[src/rtl/voq_pkg.sv]
package voq_pkg;
  localparam int VOQ_OUTS   = 4;
  localparam int VOQ_PRIOS  = 4;
  localparam int VOQ_DEPTH  = 4;
  localparam int VOQ_DATA_W = 16;
endpackage

[src/rtl/voq_fifo.sv]
module voq_fifo #(
  parameter int WIDTH = 16,
  parameter int DEPTH = 4
) (
  input  logic             clk_i,
  input  logic             rst_ni,
  input  logic             push_i,
  input  logic [WIDTH-1:0] din_i,
  input  logic             pop_i,
  output logic [WIDTH-1:0] dout_o,
  output logic [WIDTH-1:0] nxt_o,
  output logic             empty_o,
  output logic             full_o,
  output logic             multi_o
);
  localparam int PTR_W = (DEPTH > 1) ? $clog2(DEPTH) : 1;
  localparam int CNT_W = $clog2(DEPTH + 1);
  localparam logic [PTR_W-1:0] LAST = PTR_W'(DEPTH - 1);

  logic [WIDTH-1:0] mem_q [DEPTH];
  logic [PTR_W-1:0] rd_q, wr_q, rd_nx;
  logic [CNT_W-1:0] cnt_q;
  logic do_push, do_pop;

  assign empty_o = (cnt_q == '0);
  assign full_o  = (cnt_q == CNT_W'(DEPTH));
  assign multi_o = (cnt_q > CNT_W'(1));
  assign do_push = push_i && !full_o;
  assign do_pop  = pop_i && !empty_o;
  assign rd_nx   = (rd_q == LAST) ? '0 : rd_q + 1'b1;
  assign dout_o  = mem_q[rd_q];
  assign nxt_o   = mem_q[rd_nx];

  always_ff @(posedge clk_i or negedge rst_ni) begin
    if (!rst_ni) begin
      rd_q  <= '0;
      wr_q  <= '0;
      cnt_q <= '0;
    end else begin
      if (do_push) wr_q <= (wr_q == LAST) ? '0 : wr_q + 1'b1;
      if (do_pop)  rd_q <= rd_nx;
      case ({do_push, do_pop})
        2'b10:   cnt_q <= cnt_q + 1'b1;
        2'b01:   cnt_q <= cnt_q - 1'b1;
        default: cnt_q <= cnt_q;
      endcase
    end
  end

  always_ff @(posedge clk_i) begin
    if (do_push) mem_q[wr_q] <= din_i;
  end

  // caller must gate writes to a full queue
  assert_no_overflow_R4: assert property (@(posedge clk_i) disable iff (!rst_ni)
    push_i |-> !full_o);
  assert_cnt_range_R4: assert property (@(posedge clk_i) disable iff (!rst_ni)
    cnt_q <= CNT_W'(DEPTH));
endmodule

[src/rtl/voq_mc_queue.sv]
module voq_mc_queue #(
  parameter int DATA_W = 16,
  parameter int N_OUT  = 4,
  parameter int DEPTH  = 4
) (
  input  logic              clk_i,
  input  logic              rst_ni,
  input  logic              push_i,
  input  logic [DATA_W-1:0] data_i,
  input  logic [N_OUT-1:0]  fan_i,
  input  logic              gnt_i,
  input  logic [N_OUT-1:0]  served_i,
  output logic [DATA_W-1:0] head_o,
  output logic [N_OUT-1:0]  res_o,
  output logic              hit_o,
  output logic              empty_o,
  output logic              full_o
);
  localparam int W = DATA_W + N_OUT;

  logic [W-1:0]     head_w, nxt_w;
  logic [N_OUT-1:0] res_q, left_w;
  logic             multi_w, pop_w;

  voq_fifo #(.WIDTH(W), .DEPTH(DEPTH)) u_fifo (
    .clk_i   (clk_i),
    .rst_ni  (rst_ni),
    .push_i  (push_i),
    .din_i   ({fan_i, data_i}),
    .pop_i   (pop_w),
    .dout_o  (head_w),
    .nxt_o   (nxt_w),
    .empty_o (empty_o),
    .full_o  (full_o),
    .multi_o (multi_w)
  );

  assign head_o = head_w[DATA_W-1:0];
  assign res_o  = res_q;
  assign left_w = res_q & ~served_i;
  assign hit_o  = gnt_i && !empty_o && |(res_q & served_i);
  assign pop_w  = hit_o && (left_w == '0);

  // residual mask of the head cell; reloaded when a new cell becomes head
  always_ff @(posedge clk_i or negedge rst_ni) begin
    if (!rst_ni)                 res_q <= '0;
    else if (pop_w) begin
      if (multi_w)               res_q <= nxt_w[W-1:DATA_W];
      else if (push_i)           res_q <= fan_i;
      else                       res_q <= '0;
    end
    else if (hit_o)              res_q <= left_w;
    else if (empty_o && push_i)  res_q <= fan_i;
  end

  assert_res_live_R7: assert property (@(posedge clk_i) disable iff (!rst_ni)
    empty_o == (res_q == '0));
  assert_res_shrink_R6: assert property (@(posedge clk_i) disable iff (!rst_ni)
    (hit_o && !pop_w) |=> ((res_q & ~$past(res_q)) == '0) && (res_q != $past(res_q)));
endmodule

[src/rtl/voq_mcast_buf.sv]
module voq_mcast_buf
  import voq_pkg::*;
#(
  parameter int N_OUT  = VOQ_OUTS,
  parameter int N_PRIO = VOQ_PRIOS,
  parameter int DEPTH  = VOQ_DEPTH,
  parameter int DATA_W = VOQ_DATA_W,
  localparam int OUT_W  = (N_OUT > 1) ? $clog2(N_OUT) : 1,
  localparam int PRIO_W = (N_PRIO > 1) ? $clog2(N_PRIO) : 1,
  localparam int N_UQ   = N_OUT * N_PRIO
) (
  input  logic              clk_i,
  input  logic              rst_ni,
  input  logic              wr_valid_i,
  input  logic              wr_mcast_i,
  input  logic [OUT_W-1:0]  wr_dest_i,
  input  logic [PRIO_W-1:0] wr_prio_i,
  input  logic [N_OUT-1:0]  wr_fanout_i,
  input  logic [DATA_W-1:0] wr_data_i,
  output logic              wr_drop_o,
  input  logic              gnt_valid_i,
  input  logic              gnt_mcast_i,
  input  logic [OUT_W-1:0]  gnt_dest_i,
  input  logic [PRIO_W-1:0] gnt_prio_i,
  input  logic [N_OUT-1:0]  gnt_fanout_i,
  output logic [N_UQ-1:0]   uc_req_o,
  output logic [N_UQ-1:0]   mc_req_o,
  output logic              cell_valid_o,
  output logic [DATA_W-1:0] cell_data_o,
  output logic [N_OUT-1:0]  cell_mask_o
);
  localparam int IDX_W = OUT_W + PRIO_W;

  logic [IDX_W-1:0]  wr_idx, gnt_idx;
  logic [N_UQ-1:0]   uc_empty, uc_full, uc_push;
  logic [DATA_W-1:0] uc_head [N_UQ];
  logic [DATA_W-1:0] uc_nxt  [N_UQ];
  logic [N_UQ-1:0]   uc_multi;
  logic [N_PRIO-1:0] mc_empty, mc_full, mc_hit, mc_push;
  logic [DATA_W-1:0] mc_head [N_PRIO];
  logic [N_OUT-1:0]  mc_res  [N_PRIO];

  // queue index = priority * N_OUT + output (sizes are powers of two)
  assign wr_idx  = {wr_prio_i, wr_dest_i};
  assign gnt_idx = {gnt_prio_i, gnt_dest_i};

  for (genvar q = 0; q < N_UQ; q++) begin : g_uc
    assign uc_push[q] = wr_valid_i && !wr_mcast_i && (wr_idx == IDX_W'(q)) && !uc_full[q];
    voq_fifo #(.WIDTH(DATA_W), .DEPTH(DEPTH)) u_q (
      .clk_i   (clk_i),
      .rst_ni  (rst_ni),
      .push_i  (uc_push[q]),
      .din_i   (wr_data_i),
      .pop_i   (gnt_valid_i && !gnt_mcast_i && (gnt_idx == IDX_W'(q))),
      .dout_o  (uc_head[q]),
      .nxt_o   (uc_nxt[q]),
      .empty_o (uc_empty[q]),
      .full_o  (uc_full[q]),
      .multi_o (uc_multi[q])
    );
  end

  for (genvar p = 0; p < N_PRIO; p++) begin : g_mc
    assign mc_push[p] = wr_valid_i && wr_mcast_i && (wr_prio_i == PRIO_W'(p))
                        && !mc_full[p] && (wr_fanout_i != '0);
    voq_mc_queue #(.DATA_W(DATA_W), .N_OUT(N_OUT), .DEPTH(DEPTH)) u_q (
      .clk_i    (clk_i),
      .rst_ni   (rst_ni),
      .push_i   (mc_push[p]),
      .data_i   (wr_data_i),
      .fan_i    (wr_fanout_i),
      .gnt_i    (gnt_valid_i && gnt_mcast_i && (gnt_prio_i == PRIO_W'(p))),
      .served_i (gnt_fanout_i),
      .head_o   (mc_head[p]),
      .res_o    (mc_res[p]),
      .hit_o    (mc_hit[p]),
      .empty_o  (mc_empty[p]),
      .full_o   (mc_full[p])
    );
    assign mc_req_o[p*N_OUT +: N_OUT] = mc_res[p];
  end

  assign uc_req_o = ~uc_empty;

  always_comb begin
    wr_drop_o = 1'b0;
    if (wr_valid_i) begin
      if (wr_mcast_i) wr_drop_o = mc_full[wr_prio_i] || (wr_fanout_i == '0);
      else            wr_drop_o = uc_full[wr_idx];
    end
  end

  always_comb begin
    cell_valid_o = 1'b0;
    cell_data_o  = '0;
    cell_mask_o  = '0;
    if (gnt_valid_i) begin
      if (gnt_mcast_i) begin
        cell_valid_o = mc_hit[gnt_prio_i];
        cell_data_o  = mc_head[gnt_prio_i];
        cell_mask_o  = gnt_fanout_i & mc_res[gnt_prio_i];
      end else if (!uc_empty[gnt_idx]) begin
        cell_valid_o = 1'b1;
        cell_data_o  = uc_head[gnt_idx];
        cell_mask_o  = N_OUT'(1) << gnt_dest_i;
      end
    end
  end

  assert_uc_rise_R2: assert property (@(posedge clk_i) disable iff (!rst_ni)
    ((uc_req_o & ~$past(uc_req_o)) != '0) |-> $past(wr_valid_i && !wr_mcast_i));
  assert_uc_fall_R2: assert property (@(posedge clk_i) disable iff (!rst_ni)
    ((~uc_req_o & $past(uc_req_o)) != '0) |-> $past(gnt_valid_i && !gnt_mcast_i));
  assert_uc_cell_R11: assert property (@(posedge clk_i) disable iff (!rst_ni)
    (cell_valid_o && !gnt_mcast_i) |-> $onehot(cell_mask_o));
  assert_drop_nopush_R4: assert property (@(posedge clk_i) disable iff (!rst_ni)
    wr_drop_o |-> (uc_push == '0) && (mc_push == '0));
endmodule

[config.mk]
export PLATFORM = sky130hd
export DESIGN_NAME = voq_mcast_buf
export DESIGN_NICKNAME = d
export VERILOG_FILES = /design/src/rtl/voq_pkg.sv /design/src/rtl/voq_fifo.sv /design/src/rtl/voq_mc_queue.sv /design/src/rtl/voq_mcast_buf.sv
export SDC_FILE = /design/constraint.sdc
export NUM_CORES = 2
export LEC_CHECK = 0
export CORE_UTILIZATION = 30
export CTS_BUF_LIST = sky130_fd_sc_hd__clkbuf_8
export DETAILED_ROUTE_END_ITERATION = 7
export GPL_TIMING_DRIVEN = 0
export SLEW_MARGIN = 25
export SYNTH_ARGS = -nofsm -noshare
export SYNTH_HDL_FRONTEND = slang
export SYNTH_SLANG_ARGS = --single-unit
[constraint.sdc]
create_clock -name clk_i -period 3.5 [get_ports clk_i]
set_clock_uncertainty 0.1 [all_clocks]
set_input_delay 0.7 -clock clk_i [delete_from_list [all_inputs] [get_ports clk_i]]
set_output_delay 0.7 -clock clk_i [all_outputs]
set_load 0.005 [all_outputs]
==> results.json <==
{
  "place_ws_ns": -2.66,
  "p_clk_share_pct": 29.8,
  "cp_top_family": "multiplexers",
  "tightest_slew_ns": 1.01,
  "drive_above_1_share_pct": 30.2,
  "synth_top_area_cell": "edfxtp_1",
  "dr.pass1.iters": 5,
  "antenna_found_initial": 13,
  "wl_per_cell_um": 24.6,
  "dieArea_sq_um": 210000,
  "reg2reg_slack_ns": 0.61,
  "cts_buffer_depth": 3,
  "worstSetupPathType": "flip-flop to primary output",
  "max_slew_margin_pct": 32.3,
  "drt_iter0_drc": 2632,
  "timing_hold_violations_final": 0,
  "pin_count": 92,
  "syn_area_sq_um": 62500,
  "cp_slowest_cell": "mux4_2",
  "hold_class": "input pin to flip-flop",
  "initial_utilization_pct": 30.2,
  "setup_ws_ns": -0.755,
  "yosys_warnings": 0,
  "dr_total_vias": 32600,
  "timing.final.crit_period_ns": 4.25,
  "via_per_inst": 4.84,
  "p_total_mw": 46.3,
  "die_h_um": 458,
  "outcome": "finished, violations left",
  "path_cells": "buf_6, buf_12, mux4_2, mux2_4, a221oi_4, nor3_4, a32o_2, buf_2",
  "synth_commonest_cells": "edfxtp_1 (1344), mux4_2 (222), dfrtp_1 (156)",
  "fin_area_sq_um": 74300,
  "slowest_delay_ns": 0.53,
  "dpl_cell_area_sq_um": 67300,
  "clock_sinks": 1500,
  "peakVddDrop_uv": 392,
  "maxSlewViolCount": 0,
  "ys_types": 75,
  "power_switching_mw": 13.5,
  "grt_max_degree": 78,
  "worstSetupEndpointType": "primary output",
  "drcViolationCount": 0,
  "async_flop_share_pct": 10.4,
  "h-tree-depth": 4,
  "synth_seq_cells": 1500,
  "regArea_sq_um": 44300,
  "p_per_area_nw_per_um2": 623,
  "yosys-top-cells-area": "edfxtp_1 (65%), mux4_2 (8.0%), dfrtp_1 (6.2%)",
  "leakage_nw": 25.1,
  "cp.arrival_ns": 3.45,
  "start_kind": "flip-flop",
  "fin_nets": 3915,
  "multi_input_area_sq_um": 18000,
  "fmax_mhz": 235,
  "portBuffers": 86,
  "clk_pin_slew_ns": 0.06,
  "clockRootBuffer": "clkbuf_8",
  "postSynthCellCount": 3310,
  "ys_seq_area_share_pct": 70.8,
  "drv_cap": 0,
  "cp_max_fo": 5,
  "synth_flop_cell": "edfxtp_1",
  "rows": 167,
  "setup_violations": 22,
  "grt.overflow.total": 0,
  "synth_edf_count": 1344,
  "fill_cells": 19200,
  "gp_congestion": 0.894,
  "path_buf_inv": 3,
  "synth_most_common_cell": "edfxtp_1",
  "p_int_mw": 32.7,
  "synth_area_per_cell_sq_um": 18.9,
  "die_x_um": 458,
  "grt_pass1_wl_um": 239000,
  "clk_latency_ns": 0.97,
  "switching_share_pct": 29.3,
  "p_comb_share_pct": 24.6,
  "wirelength_um": 166000,
  "tns_ns": -13.20,
  "syn2layout_area_growth_pct": 18.8,
  "pwr-share-seq_pct": 45.6,
  "violations": "negative setup slack",
  "fp.coreArea_sq_um": 207000,
  "netlist.area_leader.share_pct": 64.6,
  "cts_made_buffers": 234,
  "rsz0062_at_grt": "true",
  "antenna_left": 0,
  "grtUsageTotal_pct": 15.7,
  "synth_fp_nets": 3499,
  "grt_pass1_vias": 33600,
  "required_ns": 2.70,
  "fin_crit_sh_pct": 122,
  "cts_tree": "built",
  "dp_hpwl_um": 111000
}
through the flow:
step | hold slack [ns] | utilization, % | cells
floorplan | 0.304 | - | 3310
global placement | 0.364 | 32.3 | 6184
detailed placement | 0.368 | 32.5 | 6202
CTS | 0.0225 | 35.7 | 6714
global route | 0.0546 | 35.9 | 6726
finish | 0.113 | 35.9 | 6739
repair_timing:
item,CTS,global route
hold buffers,16,0
gates resized for setup,522,54
setup endpoints to repair,36,22
pin swaps,84,45
setup buffers,66,8
gates cloned,3,0
hold endpoints to repair,253,0
cell families (layout without fill, tap and decap cells):
group	count (synthesis)	after routing	share of synthesized area (%)
flip-flops	1500	1500	70.8
multiplexers	533	533	15.1
AND/OR/NAND/NOR	426	426	3.47
AO/OA/AOI/OAI	355	355	4.08
buffers and inverters	285	908	2.50
adder cells (fa/ha/maj)	151	151	3.21
XOR/XNOR	60	60	0.841
other	0	18	0
placed cells by master, fill, tap and decap left out, types with 41 or more instances in the layout:
cell type and count:
edfxtp_1 1344, clkbuf_8 277, mux4_2 255, inv_1 229, dfrtp_1 143, ha_1 133
mux2_2 109, nand2_1 106, mux2i_1 98, o21ai_0 81, buf_4 80, nor2_1 73
and2_1 64, clkinv_1 46, clkdlybuf4s50_1 41
registers in the layout (all words and copies together), names as in the netlist:
name	count
g_mc.u_q.res_o	16
g_uc.u_q.mem_q	1024
g_uc.u_q.cnt_q	48
g_mc.u_q.u_fifo.rd_q	8
g_mc.u_q.u_fifo.mem_q	320
g_mc.u_q.u_fifo.cnt_q	12
g_uc.u_q.wr_q	32
g_uc.u_q.rd_q	32
g_mc.u_q.u_fifo.wr_q	8
routing by layer:
metal  up-vias  global-route usage [%]  wire, um
li1      14200                       -         -
met1     17200                    20.4     68700
met2      1003                    26.0     81500
met3       272                    2.73      8960
met4         0                    6.54      6870
met5         -                       0         0
path summary, 6_finish.rpt:
| check | startpoint | end | cells past startpoint |
|---|---|---|---|
| max | g_uc[1].u_q.rd_q[0] | cell_data_o[13] | 8 |
| min | wr_data_i[6] | g_uc[12].u_q.mem_q[2][6] | 1 |
| max reg2reg | g_uc[15].u_q.cnt_q[0] | g_uc[15].u_q.cnt_q[2] | 10 |
| min reg2reg | g_uc[12].u_q.cnt_q[2] | g_uc[12].u_q.cnt_q[2] | 1 |
| max in group asynchronous | rst_ni | g_uc[4].u_q.rd_q[1] | 4 |
| min in group asynchronous | rst_ni | g_mc[3].u_q.u_fifo.rd_q[1] | 3 |
power groups by stage:
stage                     sequential [mW]  combinational [mW]  clock [mW]
after global placement               21.4                9.70           0
final                                21.1                11.4        13.8
after floorplan                      21.2                6.20           0
after detailed placement             21.4                9.90           0
after CTS                            21.1                11.4        14.1
after global routing                 21.2                12.2        14.9
final cells by class:
| cell class | count | share of cell area (%) |
|---|---|---|
| inverter | 126 | 0.640 |
| tap | 2788 | 4.70 |
| timing repair buffer | 196 | 2.90 |
| sequential | 1500 | 59.6 |
| buffer | 143 | 1.91 |
| clock inverter | 192 | 1.24 |
| antenna | 18 | 0.0606 |
| multi-input combinational | 1525 | 24.3 |
| clock buffer | 251 | 4.65 |
(Power assumes the default switching activity.)
